## src/rtl/ssp_pkg.sv

```systemverilog
package ssp_pkg;
  localparam int unsigned DATA_W     = 16;
  localparam int unsigned FIFO_DEPTH = 8;
  localparam int unsigned ADDR_W     = 5;
  localparam int unsigned SIZE_W     = $clog2(DATA_W);
  localparam int unsigned PRESC_W    = 8;
  localparam int unsigned RATE_W     = 8;

  // register word index (byte address bits 4:2)
  localparam logic [2:0] REG_CTRL0 = 3'd0;
  localparam logic [2:0] REG_CTRL1 = 3'd1;
  localparam logic [2:0] REG_DATA  = 3'd2;
  localparam logic [2:0] REG_STAT  = 3'd3;
  localparam logic [2:0] REG_PRESC = 3'd4;

  typedef struct packed {
    logic               en;
    logic               pol;
    logic               pha;
    logic [SIZE_W-1:0]  sizeM1;
    logic [RATE_W-1:0]  rate;
    logic [PRESC_W-1:0] presc;
  } sspCfg_t;

  typedef struct packed {
    logic load;    // pop transmit FIFO into the shifter
    logic sample;  // capture the serial input
    logic shift;   // advance the serial output
    logic push;    // frame complete, store received word
  } sspStrobe_t;
endpackage

```

## src/rtl/ssp_fifo.sv

```systemverilog
module ssp_fifo #(
  parameter int unsigned W     = 16,
  parameter int unsigned DEPTH = 8
) (
  input  logic         clk,
  input  logic         rstN,
  input  logic         push,
  input  logic [W-1:0] pushData,
  input  logic         pop,
  output logic [W-1:0] popData,
  output logic         empty,
  output logic         full
);
  localparam int unsigned PTR_W = (DEPTH > 1) ? $clog2(DEPTH) : 1;
  localparam int unsigned CNT_W = $clog2(DEPTH + 1);

  logic [W-1:0]     mem [DEPTH];
  logic [PTR_W-1:0] wrPtr, rdPtr;
  logic [CNT_W-1:0] count;
  logic             doPush, doPop;

  assign empty  = (count == '0);
  assign full   = (count == CNT_W'(DEPTH));
  assign doPush = push && !full;
  assign doPop  = pop && !empty;
  assign popData = mem[rdPtr];

  function automatic logic [PTR_W-1:0] nextPtr(input logic [PTR_W-1:0] p);
    return (p == PTR_W'(DEPTH - 1)) ? '0 : p + PTR_W'(1);
  endfunction

  always_ff @(posedge clk) begin
    if (doPush) mem[wrPtr] <= pushData;
  end

  always_ff @(posedge clk or negedge rstN) begin
    if (!rstN) begin
      wrPtr <= '0;
      rdPtr <= '0;
      count <= '0;
    end else begin
      if (doPush) wrPtr <= nextPtr(wrPtr);
      if (doPop)  rdPtr <= nextPtr(rdPtr);
      if (doPush && !doPop)      count <= count + CNT_W'(1);
      else if (doPop && !doPush) count <= count - CNT_W'(1);
    end
  end
endmodule

```

## src/rtl/ssp_ctrl.sv

```systemverilog
module ssp_ctrl
  import ssp_pkg::*;
#(
  parameter int unsigned DW = DATA_W
) (
  input  logic       clk,
  input  logic       rstN,
  input  sspCfg_t    cfg,
  input  logic       txEmpty,
  output sspStrobe_t strobe,
  output logic       sclk,
  output logic       csN,
  output logic       active
);
  localparam int unsigned DIV_W  = PRESC_W + RATE_W;
  localparam int unsigned EDGE_W = $clog2(2 * DW) + 1;

  typedef enum logic {S_IDLE, S_SHIFT} state_t;
  state_t state;

  logic [DIV_W-1:0]  halfPer, divCnt;
  logic [EDGE_W-1:0] edgeCnt;
  logic              phase, tick, lastEdge, startOk;

  assign halfPer  = DIV_W'(cfg.presc[PRESC_W-1:1]) * (DIV_W'(cfg.rate) + DIV_W'(1));
  assign tick     = (state == S_SHIFT) && cfg.en && (divCnt == halfPer - DIV_W'(1));
  assign lastEdge = (edgeCnt == EDGE_W'({cfg.sizeM1, 1'b1}));
  assign startOk  = cfg.en && !txEmpty;

  always_comb begin
    strobe.load   = startOk && ((state == S_IDLE) || (tick && lastEdge));
    strobe.sample = tick && (edgeCnt[0] == cfg.pha);
    strobe.shift  = tick && (edgeCnt[0] != cfg.pha) && (edgeCnt != '0) && !lastEdge;
    strobe.push   = tick && lastEdge;
  end

  always_ff @(posedge clk or negedge rstN) begin
    if (!rstN) begin
      state   <= S_IDLE;
      divCnt  <= '0;
      edgeCnt <= '0;
      phase   <= 1'b0;
      csN     <= 1'b1;
    end else if (!cfg.en) begin
      state   <= S_IDLE;
      divCnt  <= '0;
      edgeCnt <= '0;
      phase   <= 1'b0;
      csN     <= 1'b1;
    end else begin
      case (state)
        S_IDLE: if (strobe.load) begin
          state   <= S_SHIFT;
          csN     <= 1'b0;
          divCnt  <= '0;
          edgeCnt <= '0;
          phase   <= 1'b0;
        end
        S_SHIFT: if (tick) begin
          divCnt <= '0;
          if (lastEdge) begin
            phase   <= 1'b0;
            edgeCnt <= '0;
            if (!strobe.load) begin
              state <= S_IDLE;
              csN   <= 1'b1;
            end
          end else begin
            phase   <= ~phase;
            edgeCnt <= edgeCnt + EDGE_W'(1);
          end
        end else begin
          divCnt <= divCnt + DIV_W'(1);
        end
        default: state <= S_IDLE;
      endcase
    end
  end

  assign sclk   = cfg.pol ^ phase;
  assign active = (state == S_SHIFT);
endmodule

```

## src/rtl/ssp_datapath.sv

```systemverilog
module ssp_datapath
  import ssp_pkg::*;
#(
  parameter int unsigned DW    = DATA_W,
  parameter int unsigned DEPTH = FIFO_DEPTH,
  parameter int unsigned AW    = ADDR_W
) (
  input  logic          clk,
  input  logic          rstN,
  input  logic          busWr,
  input  logic          busRd,
  input  logic [AW-1:0] busAddr,
  input  logic [15:0]   busWdata,
  output logic [15:0]   busRdata,
  input  sspStrobe_t    strobe,
  input  logic          active,
  input  logic          miso,
  output logic          mosi,
  output sspCfg_t       cfg,
  output logic          txEmpty,
  output logic          txFull,
  output logic          rxEmpty,
  output logic          rxFull,
  output logic          busy
);
  logic [15:0]        ctrl0;
  logic               enReg;
  logic [PRESC_W-1:0] prescReg;
  logic [2:0]         regIdx;
  logic               addrOk;
  logic [DW-1:0]      txHead, rxHead, txShift, rxShift, rxNext, frameMask;

  assign regIdx = busAddr[AW-1:2];
  assign addrOk = (busAddr[1:0] == 2'b00);

  assign cfg.en     = enReg;
  assign cfg.pol    = ctrl0[6];
  assign cfg.pha    = ctrl0[7];
  assign cfg.sizeM1 = ctrl0[SIZE_W-1:0];
  assign cfg.rate   = ctrl0[15:8];
  assign cfg.presc  = prescReg;

  // bits above the frame length are cleared in received words
  for (genvar g = 0; g < DW; g++) begin : gMask
    assign frameMask[g] = (g <= int'(cfg.sizeM1));
  end

  always_ff @(posedge clk or negedge rstN) begin
    if (!rstN) begin
      ctrl0    <= '0;
      enReg    <= 1'b0;
      prescReg <= PRESC_W'(2);
    end else if (busWr && addrOk) begin
      case (regIdx)
        REG_CTRL0: ctrl0 <= busWdata;
        REG_CTRL1: enReg <= busWdata[1];
        REG_PRESC: if (busWdata[PRESC_W-1:1] != '0) prescReg <= {busWdata[PRESC_W-1:1], 1'b0};
        default: ;
      endcase
    end
  end

  ssp_fifo #(.W(DW), .DEPTH(DEPTH)) u_txFifo (
    .clk(clk), .rstN(rstN),
    .push(busWr && addrOk && regIdx == REG_DATA), .pushData(busWdata[DW-1:0]),
    .pop(strobe.load), .popData(txHead),
    .empty(txEmpty), .full(txFull)
  );

  assign rxNext = {rxShift[DW-2:0], miso};

  ssp_fifo #(.W(DW), .DEPTH(DEPTH)) u_rxFifo (
    .clk(clk), .rstN(rstN),
    .push(strobe.push), .pushData((strobe.sample ? rxNext : rxShift) & frameMask),
    .pop(busRd && addrOk && regIdx == REG_DATA), .popData(rxHead),
    .empty(rxEmpty), .full(rxFull)
  );

  always_ff @(posedge clk or negedge rstN) begin
    if (!rstN) begin
      txShift <= '0;
      rxShift <= '0;
    end else begin
      if (strobe.load)       txShift <= txHead;
      else if (strobe.shift) txShift <= txShift << 1;
      if (strobe.load)        rxShift <= '0;
      else if (strobe.sample) rxShift <= rxNext;
    end
  end

  assign mosi = txShift[cfg.sizeM1];
  assign busy = active || !txEmpty;

  always_comb begin
    busRdata = '0;
    if (addrOk) begin
      case (regIdx)
        REG_CTRL0: busRdata = ctrl0;
        REG_CTRL1: busRdata = {14'd0, enReg, 1'b0};
        REG_DATA:  busRdata = rxEmpty ? 16'd0 : 16'(rxHead);
        REG_STAT:  busRdata = {11'd0, busy, rxFull, !rxEmpty, !txFull, txEmpty};
        REG_PRESC: busRdata = 16'(prescReg);
        default:   busRdata = '0;
      endcase
    end
  end
endmodule

```

## src/rtl/ssp_master.sv

```systemverilog
module ssp_master
  import ssp_pkg::*;
(
  input  logic        clk,
  input  logic        rstN,
  input  logic        busWr,
  input  logic        busRd,
  input  logic [4:0]  busAddr,
  input  logic [15:0] busWdata,
  output logic [15:0] busRdata,
  output logic        spiSclk,
  output logic        spiMosi,
  input  logic        spiMiso,
  output logic        spiCsN
);
  sspCfg_t    cfg;
  sspStrobe_t strobe;
  logic       active, txEmpty, txFull, rxEmpty, rxFull, busy;

  ssp_ctrl #(.DW(DATA_W)) u_ctrl (
    .clk(clk), .rstN(rstN), .cfg(cfg), .txEmpty(txEmpty),
    .strobe(strobe), .sclk(spiSclk), .csN(spiCsN), .active(active)
  );

  ssp_datapath #(.DW(DATA_W), .DEPTH(FIFO_DEPTH), .AW(ADDR_W)) u_dp (
    .clk(clk), .rstN(rstN), .busWr(busWr), .busRd(busRd), .busAddr(busAddr),
    .busWdata(busWdata), .busRdata(busRdata), .strobe(strobe), .active(active),
    .miso(spiMiso), .mosi(spiMosi), .cfg(cfg), .txEmpty(txEmpty), .txFull(txFull),
    .rxEmpty(rxEmpty), .rxFull(rxFull), .busy(busy)
  );
endmodule

```

## config.mk

```make
export PLATFORM = sky130hd
export DESIGN_NAME = ssp_master
export DESIGN_NICKNAME = d
export VERILOG_FILES = /design/src/rtl/ssp_pkg.sv /design/src/rtl/ssp_fifo.sv /design/src/rtl/ssp_ctrl.sv /design/src/rtl/ssp_datapath.sv /design/src/rtl/ssp_master.sv
export SDC_FILE = /design/constraint.sdc
export NUM_CORES = 1
export LEC_CHECK = 0
export ABC_AREA = 0
export BUFFER_PORTS_ARGS = -buffer_cell sky130_fd_sc_hd__buf_2
export CORE_MARGIN = 2
export CORE_UTILIZATION = 52
export CTS_BUF_LIST = sky130_fd_sc_hd__clkbuf_4 sky130_fd_sc_hd__clkbuf_8 sky130_fd_sc_hd__clkbuf_16
export CTS_CLUSTER_SIZE = 10
export DETAILED_ROUTE_END_ITERATION = 8
export HOLD_SLACK_MARGIN = 0.02
export PLACE_DENSITY = 0.79
export SYNTH_ARGS = -nofsm -noshare
export SYNTH_HDL_FRONTEND = slang
export SYNTH_SLANG_ARGS = --single-unit
```

## constraint.sdc

```tcl
create_clock -name clk -period 7.3 [get_ports clk]
set_input_delay 1.825 -clock clk [delete_from_list [all_inputs] [get_ports clk]]
set_output_delay 1.825 -clock clk [all_outputs]
set_load 0.05 [all_outputs]
```

# --- Word level (Yosys, flattened, before mapping) ---
# Memory sizes are Yosys's and may differ from the RTL's.
# Cells that the tools add are included.
classes:
  n_addsub: 12
  mul: 1
  n_lt_le_gt_ge: 16
  eq_ne: 18
  n_mux: 45
  n_bitwise: 4
  n_reduce_logical: 46
ops:
  columns: ["op", "count"]
  rows:
  - ["two-way mux 16 bit", 9]
  - ["case mux 16 bit (5 select lines)", 1]
  - ["less-or-equal comparator 4 bit (first input constant)", 8]
  - ["case mux 16 bit (2 select lines)", 1]
  - ["two-way mux 6 bit", 4]
  - ["logical AND 1 bit", 21]
  - ["two-way mux 1 bit", 17]
  - ["adder 16 x 1 -> 16 bit (second input constant)", 1]
  - ["AND 16 bit", 1]
  - ["== test 16 bit", 1]
  - ["less-or-equal comparator 3 x 4 -> 1 bit (first input constant)", 4]
  - ["multiplier 7 x 16 -> 16 bit", 1]
  - ["two-way mux 4 bit", 4]
  - ["subtractor 16 x 1 -> 16 bit (second input constant)", 1]
  - ["== test 3 bit (second input constant)", 5]
  - ["adder 3 x 1 -> 3 bit (second input constant)", 4]
  - ["two-way mux 3 bit", 4]
  - ["inequality test 3 bit (second input constant)", 4]
  - ["case mux 6 bit (2 select lines)", 1]
  - ["adder 8 x 1 -> 9 bit (second input constant)", 1]
  - ["logical NOT 1 bit", 9]
  - ["adder 4 x 1 -> 4 bit (second input constant)", 2]
  - ["== test 4 bit (second input constant)", 2]
  - ["less-or-equal comparator 2 x 4 -> 1 bit (first input constant)", 2]
  - ["other kinds (23)", 34]
totals:
  reg_bits: 101
  ramBits: 256
  word_cells: 160
  mem_count: 2
memory_table:
  columns: ["name", "depth", "width", "read_ports", "rd_clocked_by_memory_dff", "wr", "line_no", "source"]
  rows:
  - ["u_dp.u_rxFifo.mem", 8, 16, 1, 0, 1, "ssp_fifo.sv:17", "logic [W-1:0] mem [DEPTH];"]
  - ["u_dp.u_txFifo.mem", 8, 16, 1, 0, 1, "ssp_fifo.sv:17", null]

# --- Depth between registers and ports, before layout ---
logic_depth:
  word_depth: 13
  depth_mapped: 31
  mapped_depth_nobuf: 29

# --- By module ---
# A second synthesis with hierarchy kept.
unflattened:
  cells_unflattened: 1278
  area_unflattened_um2: 18290.0
by_module_without_submodules:
  columns: ["module", "instances", "cells_each", "area_each_um2"]
  rows:
  - ["ssp_fifo (u_dp.u_txFifo)", 1, 252, 5591.6]
  - ["ssp_fifo (u_dp.u_rxFifo)", 1, 250, 5587.9]
  - ["ssp_ctrl", 1, 472, 4035.1]
  - ["ssp_datapath", 1, 304, 3075.4]

# --- Worst setup path before layout ---
# Ideal clock, no wire load.
synth_timing:
  path_kind: "reg-to-reg"
  startpoint: "register u_dp.ctrl0[8]"
  endpoint: "memory u_dp.u_rxFifo.mem[0][0] (enable)"
  setup_time_ps: 436
  t_arrival_ps: 7392
  required_ps: 6864
  setup_slack_ps: -528
  stages_incl_launch_ff: 20
  path_buffers: 2
  cell_sequence: "dfrtp_1 > clkbuf_1 > and3_1 > nand3_1 > xnor2_1 > nand2_1 > fa_1 > fa_1 > fa_1 > fa_1 > inv_1 > ha_1 > a21oi_1 > o2111ai_1 > or4_4 > nor4_4 > o2111a_2 > nand4_2 > clkbuf_1 > nor4b_1"
synth_via:
  elab_chain_len: 9
synth_lines:
  columns: ["item", "line_no", "source"]
  rows:
  - ["from (decl)", "ssp_datapath.sv:26", "logic [15:0] ctrl0;"]
  - ["from (signal assigned)", "ssp_datapath.sv:55", "REG_CTRL0: ctrl0 <= busWdata;"]
  - ["adder 8 x 1 -> 9 bit", "ssp_ctrl.sv:25", "assign halfPer = DIV_W'(cfg.presc[PRESC_W-1:1]) * (DIV_W'(cfg.rate) + DIV_W'(1));"]
  - ["multiplier 7 x 16 -> 16 bit", "ssp_ctrl.sv:25", null]
  - ["subtractor 16 x 1 -> 16 bit", "ssp_ctrl.sv:26", "assign tick = (state == S_SHIFT) && cfg.en && (divCnt == halfPer - DIV_W'(1));"]
  - ["== test 16 bit", "ssp_ctrl.sv:26", null]
  - ["logical AND 1 bit", "ssp_ctrl.sv:26", null]
  - ["logical AND 1 bit", "ssp_ctrl.sv:34", "strobe.push = tick && lastEdge;"]
  - ["logical AND 1 bit", "ssp_fifo.sv:24", "assign doPush = push && !full;"]
  - ["two-way mux 1 bit", "ssp_fifo.sv:33", "if (doPush) mem[wrPtr] <= pushData;"]
  - ["two-way mux 1 bit (implied by the code)", "ssp_fifo.sv:33", null]
  - ["to (decl)", "ssp_fifo.sv:17", null]
# Every way passes these cells.

# --- Worst setup path after layout ---
layout_timing:
  startpoint: "register u_dp.ctrl0[8]"
  endpoint: "register u_dp.u_rxFifo.count[3]"
layout_via:
  elab_chain_len: 10
  word_cells_on_any_way: 12
  classes_between: "add/sub: 2; mul: 1; eq/ne: 1; mux: 1; reduce/logical: 7"
layout_lines:
  columns: ["item", "line_no", "source"]
  rows:
  - ["adder 8 x 1 -> 9 bit (*)", "ssp_ctrl.sv:25", null]
  - ["multiplier 7 x 16 -> 16 bit (*)", "ssp_ctrl.sv:25", null]
  - ["subtractor 16 x 1 -> 16 bit (*)", "ssp_ctrl.sv:26", null]
  - ["== test 16 bit (*)", "ssp_ctrl.sv:26", null]
  - ["logical AND 1 bit (*)", "ssp_ctrl.sv:26", null]
  - ["logical AND 1 bit (*)", "ssp_ctrl.sv:34", null]
  - ["logical AND 1 bit (*)", "ssp_fifo.sv:24", null]
  - ["via u_dp.u_rxFifo.doPush", "ssp_fifo.sv:20", "logic doPush, doPop;"]
  - ["logical NOT 1 bit", "ssp_fifo.sv:45", "else if (doPop && !doPush) count <= count - CNT_W'(1);"]
  - ["logical AND 1 bit", "ssp_fifo.sv:45", null]
  - ["nonzero test 2 bit (no source line)", null, null]
  - ["to (signal assigned)", "ssp_fifo.sv:44", "if (doPush && !doPop) count <= count + CNT_W'(1);"]
  - ["to (signal assigned)", "ssp_fifo.sv:45", null]
  - ["to (decl)", "ssp_fifo.sv:19", "logic [CNT_W-1:0] count;"]
# Mark *: on every way through the listed nets, which the timed path passes. The rest lies on a longest branch.
# A chain may end at the register's enable or synchronous reset.

==> results.json <==
{
  "yosys-top-cells-area": "edfxtp_1 43%, dfrtp_1 14%, mux4_2 8.8%",
  "crit_slowest_cell": "fa_1",
  "rows": 67,
  "fin_crit_ns": 7.015,
  "tightest_slew_ns": 1.137,
  "slowest_delay_ns": 0.54,
  "synth_cell_types": 68,
  "drc": 0,
  "die_area_um2": 35590,
  "h-tree-depth": 2,
  "grt_max_degree": 63,
  "holdBufCountCts": 0,
  "grt_pass1_vias": 11240,
  "final_nets": 1435,
  "yosysSeqAreaShare": 0.5763,
  "leakagePower_uw": 0.007233,
  "yosysTopAreaCellShare": 0.4336,
  "synth_top_cell_by_area": "edfxtp_1",
  "endpoint": "u_dp.u_rxFifo.count[3]",
  "clk_pin_slew_worst_paths_ns": 0.05,
  "area_growth_pct": 13.30,
  "final_util": 0.5991,
  "die_x_um": 188.7,
  "max_clock_freq_ghz": 0.1426,
  "cts_tree": "built",
  "r2r_slack_ns": 0.29,
  "ant_nets": 0,
  "cts_inserted_buffers": 42,
  "reg2regPathDepth": 26,
  "r2r_end": "u_dp.u_rxFifo.count[3]",
  "place_ws_ns": 0.05955,
  "clk_latency_ns": 0.54,
  "path_max_fanout": 10,
  "end_kind": "register",
  "ios": 45,
  "vias": 11070,
  "synthTopCellsByCount": "256 x edfxtp_1, 99 x dfrtp_1, 80 x inv_1, 74 x nand2_1, 69 x mux4_2",
  "start_util": 0.5287,
  "synth.most_common_cell": "edfxtp_1",
  "synth_nets": 1368,
  "synth_warnings": 0,
  "vdd_drop_max_mv": 0.2349,
  "cp.depth": 26,
  "avgSynthCellArea_um2": 14.24,
  "drive_gt1_frac": 0.2394,
  "path_delay_family": "adder cells",
  "synth-edff-count": 256,
  "fin_skew_ns": 0.02689,
  "critical_path_buf_inv_count": 3,
  "clock_sinks": 357,
  "drv_cap": 0,
  "required_ns": 7.70,
  "setup.worst_path.class": "reg2reg",
  "core_area_um2": 33530,
  "post_drt_wl_per_cell_um": 22.56,
  "hold_class": "reg2reg",
  "period_share": 0.9609,
  "vias_per_cell": 6.175,
  "status": "complete, no violations",
  "grt_pass1_wl_um": 63120,
  "n_antenna_cell": 0,
  "met3_usage": 0.04489,
  "maxSlewViolCount": 0,
  "p_per_area_nw_per_um2": 354.9,
  "maxSlewHeadroom": 0.2423,
  "timing.final.ws_setup_ns": 0.2853,
  "finalHoldViolCount": 0,
  "cp_common_cell": "fa_1",
  "synth_ff_type": "edfxtp_1",
  "initialDrtViolationCount": 1291,
  "synthCells": 1245,
  "post-dp-hpwl_um": 26560,
  "syn_area_um2": 17730,
  "gr-max-usage-layer": "met2",
  "cp-startpoint": "u_dp.ctrl0[8]",
  "ys_ff_latch": 357,
  "setup-violations-final": 0,
  "async_flop_share": 0.2829,
  "dr.pass1.iters": 6,
  "r2r_start": "u_dp.ctrl0[8]",
  "antenna_found_initial": 1,
  "grtUsageMet2": 0.3795,
  "port_buffers": 44,
  "tns_ns": 0,
  "n_fill_cell": 2475,
  "drt-total-wl_um": 40450,
  "critPathArrivalTime_ns": 7.41,
  "grt_setup_unrepaired": "true",
  "clockRootBuffer": "clkbuf_16",
  "fin_total_pwr_uw": 7129,
  "track_usage": 0.2313,
  "cts_buffer_depth": 3,
  "grt_use_met1": 0.3071,
  "place.gp.congestion": 0.9103,
  "die_y_um": 188.7,
  "grt_overflow_total": 0,
  "start_kind": "register"
}
worst min-delay path by stage:
stage                                start                      to  cells past startpoint
floorplan           u_dp.u_rxFifo.count[3]  u_dp.u_rxFifo.count[3]                      1
global placement    u_dp.u_rxFifo.count[3]  u_dp.u_rxFifo.count[3]                      1
detailed placement  u_dp.u_rxFifo.count[3]  u_dp.u_rxFifo.count[3]                      1
CTS                 u_dp.u_rxFifo.count[3]  u_dp.u_rxFifo.count[3]                      1
global route                    u_ctrl.csN              u_ctrl.csN                      2
finish                          u_ctrl.csN              u_ctrl.csN                      2
logic make-up (layout without fill, tap and decap cells):
kind of cell	after synthesis	count (layout)	share of synthesized area
AOI/OAI and AO/OA	170	170	0.06570
xor gates and xnor gates	55	55	0.02717
adders and majority gates	97	97	0.08582
buffers and inverters	142	242	0.03063
DFF	357	357	0.5763
muxes	144	144	0.1337
and+or+nand+nor	280	280	0.08066
power by group:
part | internal, uW | switching (uW) | total, uW
Sequential | 2270 | 194 | 2460
Combinational | 1160 | 1500 | 2670
Clock | 1230 | 770 | 2000
layout make-up:
| type | count | area (um2) | area share |
|---|---|---|---|
| Sequential cell | 357 | 10220 | 0.5088 |
| Multi-Input combinational cell | 746 | 7117 | 0.3543 |
| Clock buffer | 74 | 1328 | 0.06609 |
| Tap cell | 448 | 560.5 | 0.02790 |
| Timing Repair Buffer | 85 | 543.0 | 0.02703 |
| Inverter | 80 | 300.3 | 0.01495 |
| Clock inverter | 3 | 18.77 | 0.0009343 |
metrics by stage:
step | hold slack [ns] | instances | cell area, um2
after global routing | 0.5322 | 1793 | 20090
after detailed placement | 0.4843 | 1713 | 18630
after CTS | 0.5127 | 1790 | 19970
final | 0.5122 | 1793 | 20090
after floorplan | 0.4468 | 1245 | 17750
after global placement | 0.4739 | 1713 | 18630
what timing repair did:
action	4_1_cts	5_1_grt
resized for setup	0	17
setup buffers	0	3
setup endpoints to repair	0	163
sequential cells by signal (all words and copies together), names as in the netlist, 3 cells and up:
| signal | count |
|---|---|
| u_dp.u_txFifo.count | 4 |
| u_dp.u_txFifo.wrPtr | 3 |
| u_ctrl.edgeCnt | 6 |
| u_dp.ctrl0 | 16 |
| u_dp.u_rxFifo.rdPtr | 3 |
| u_dp.prescReg | 7 |
| u_dp.u_txFifo.rdPtr | 3 |
| u_dp.u_rxFifo.count | 4 |
| u_dp.u_txFifo.mem | 128 |
| u_ctrl.divCnt | 16 |
| u_dp.u_rxFifo.wrPtr | 3 |
| u_dp.txShift | 16 |
| u_dp.rxShift | 16 |
| u_dp.u_rxFifo.mem | 128 |
metal layers:
metal,part of all wire,vias up
li1,-,4802
met1,0.40,5629
met2,0.49,542
met3,0.081,98
met4,0.035,0
met5,0,-
cell usage in the layout, fill, tap and decap left out, drive strengths merged, types with 14 or more instances in the layout:
| master | netlist | final |
|---|---|---|
| mux2i | 22 | 22 |
| a22oi | 14 | 14 |
| fa | 41 | 41 |
| xor2 | 21 | 21 |
| mux2 | 53 | 53 |
| and3 | 14 | 14 |
| nor3 | 21 | 21 |
| xnor2 | 34 | 34 |
| buf | 12 | 85 |
| ha | 56 | 56 |
| o21ai | 41 | 41 |
| clkbuf | 50 | 74 |
| nand3 | 38 | 38 |
| a21oi | 45 | 45 |
| and2 | 21 | 21 |
| dfrtp | 99 | 99 |
| nor2 | 59 | 59 |
| inv | 80 | 81 |
| nand2 | 74 | 74 |
| mux4 | 69 | 69 |
| edfxtp | 256 | 256 |
worst min-delay path, delay by kind of cell, from the launching register on:
family	cells	cell delay, ns
flip-flops	1	0.38
AND/OR/NAND/NOR	2	0.12
(Power assumes the default switching activity.)
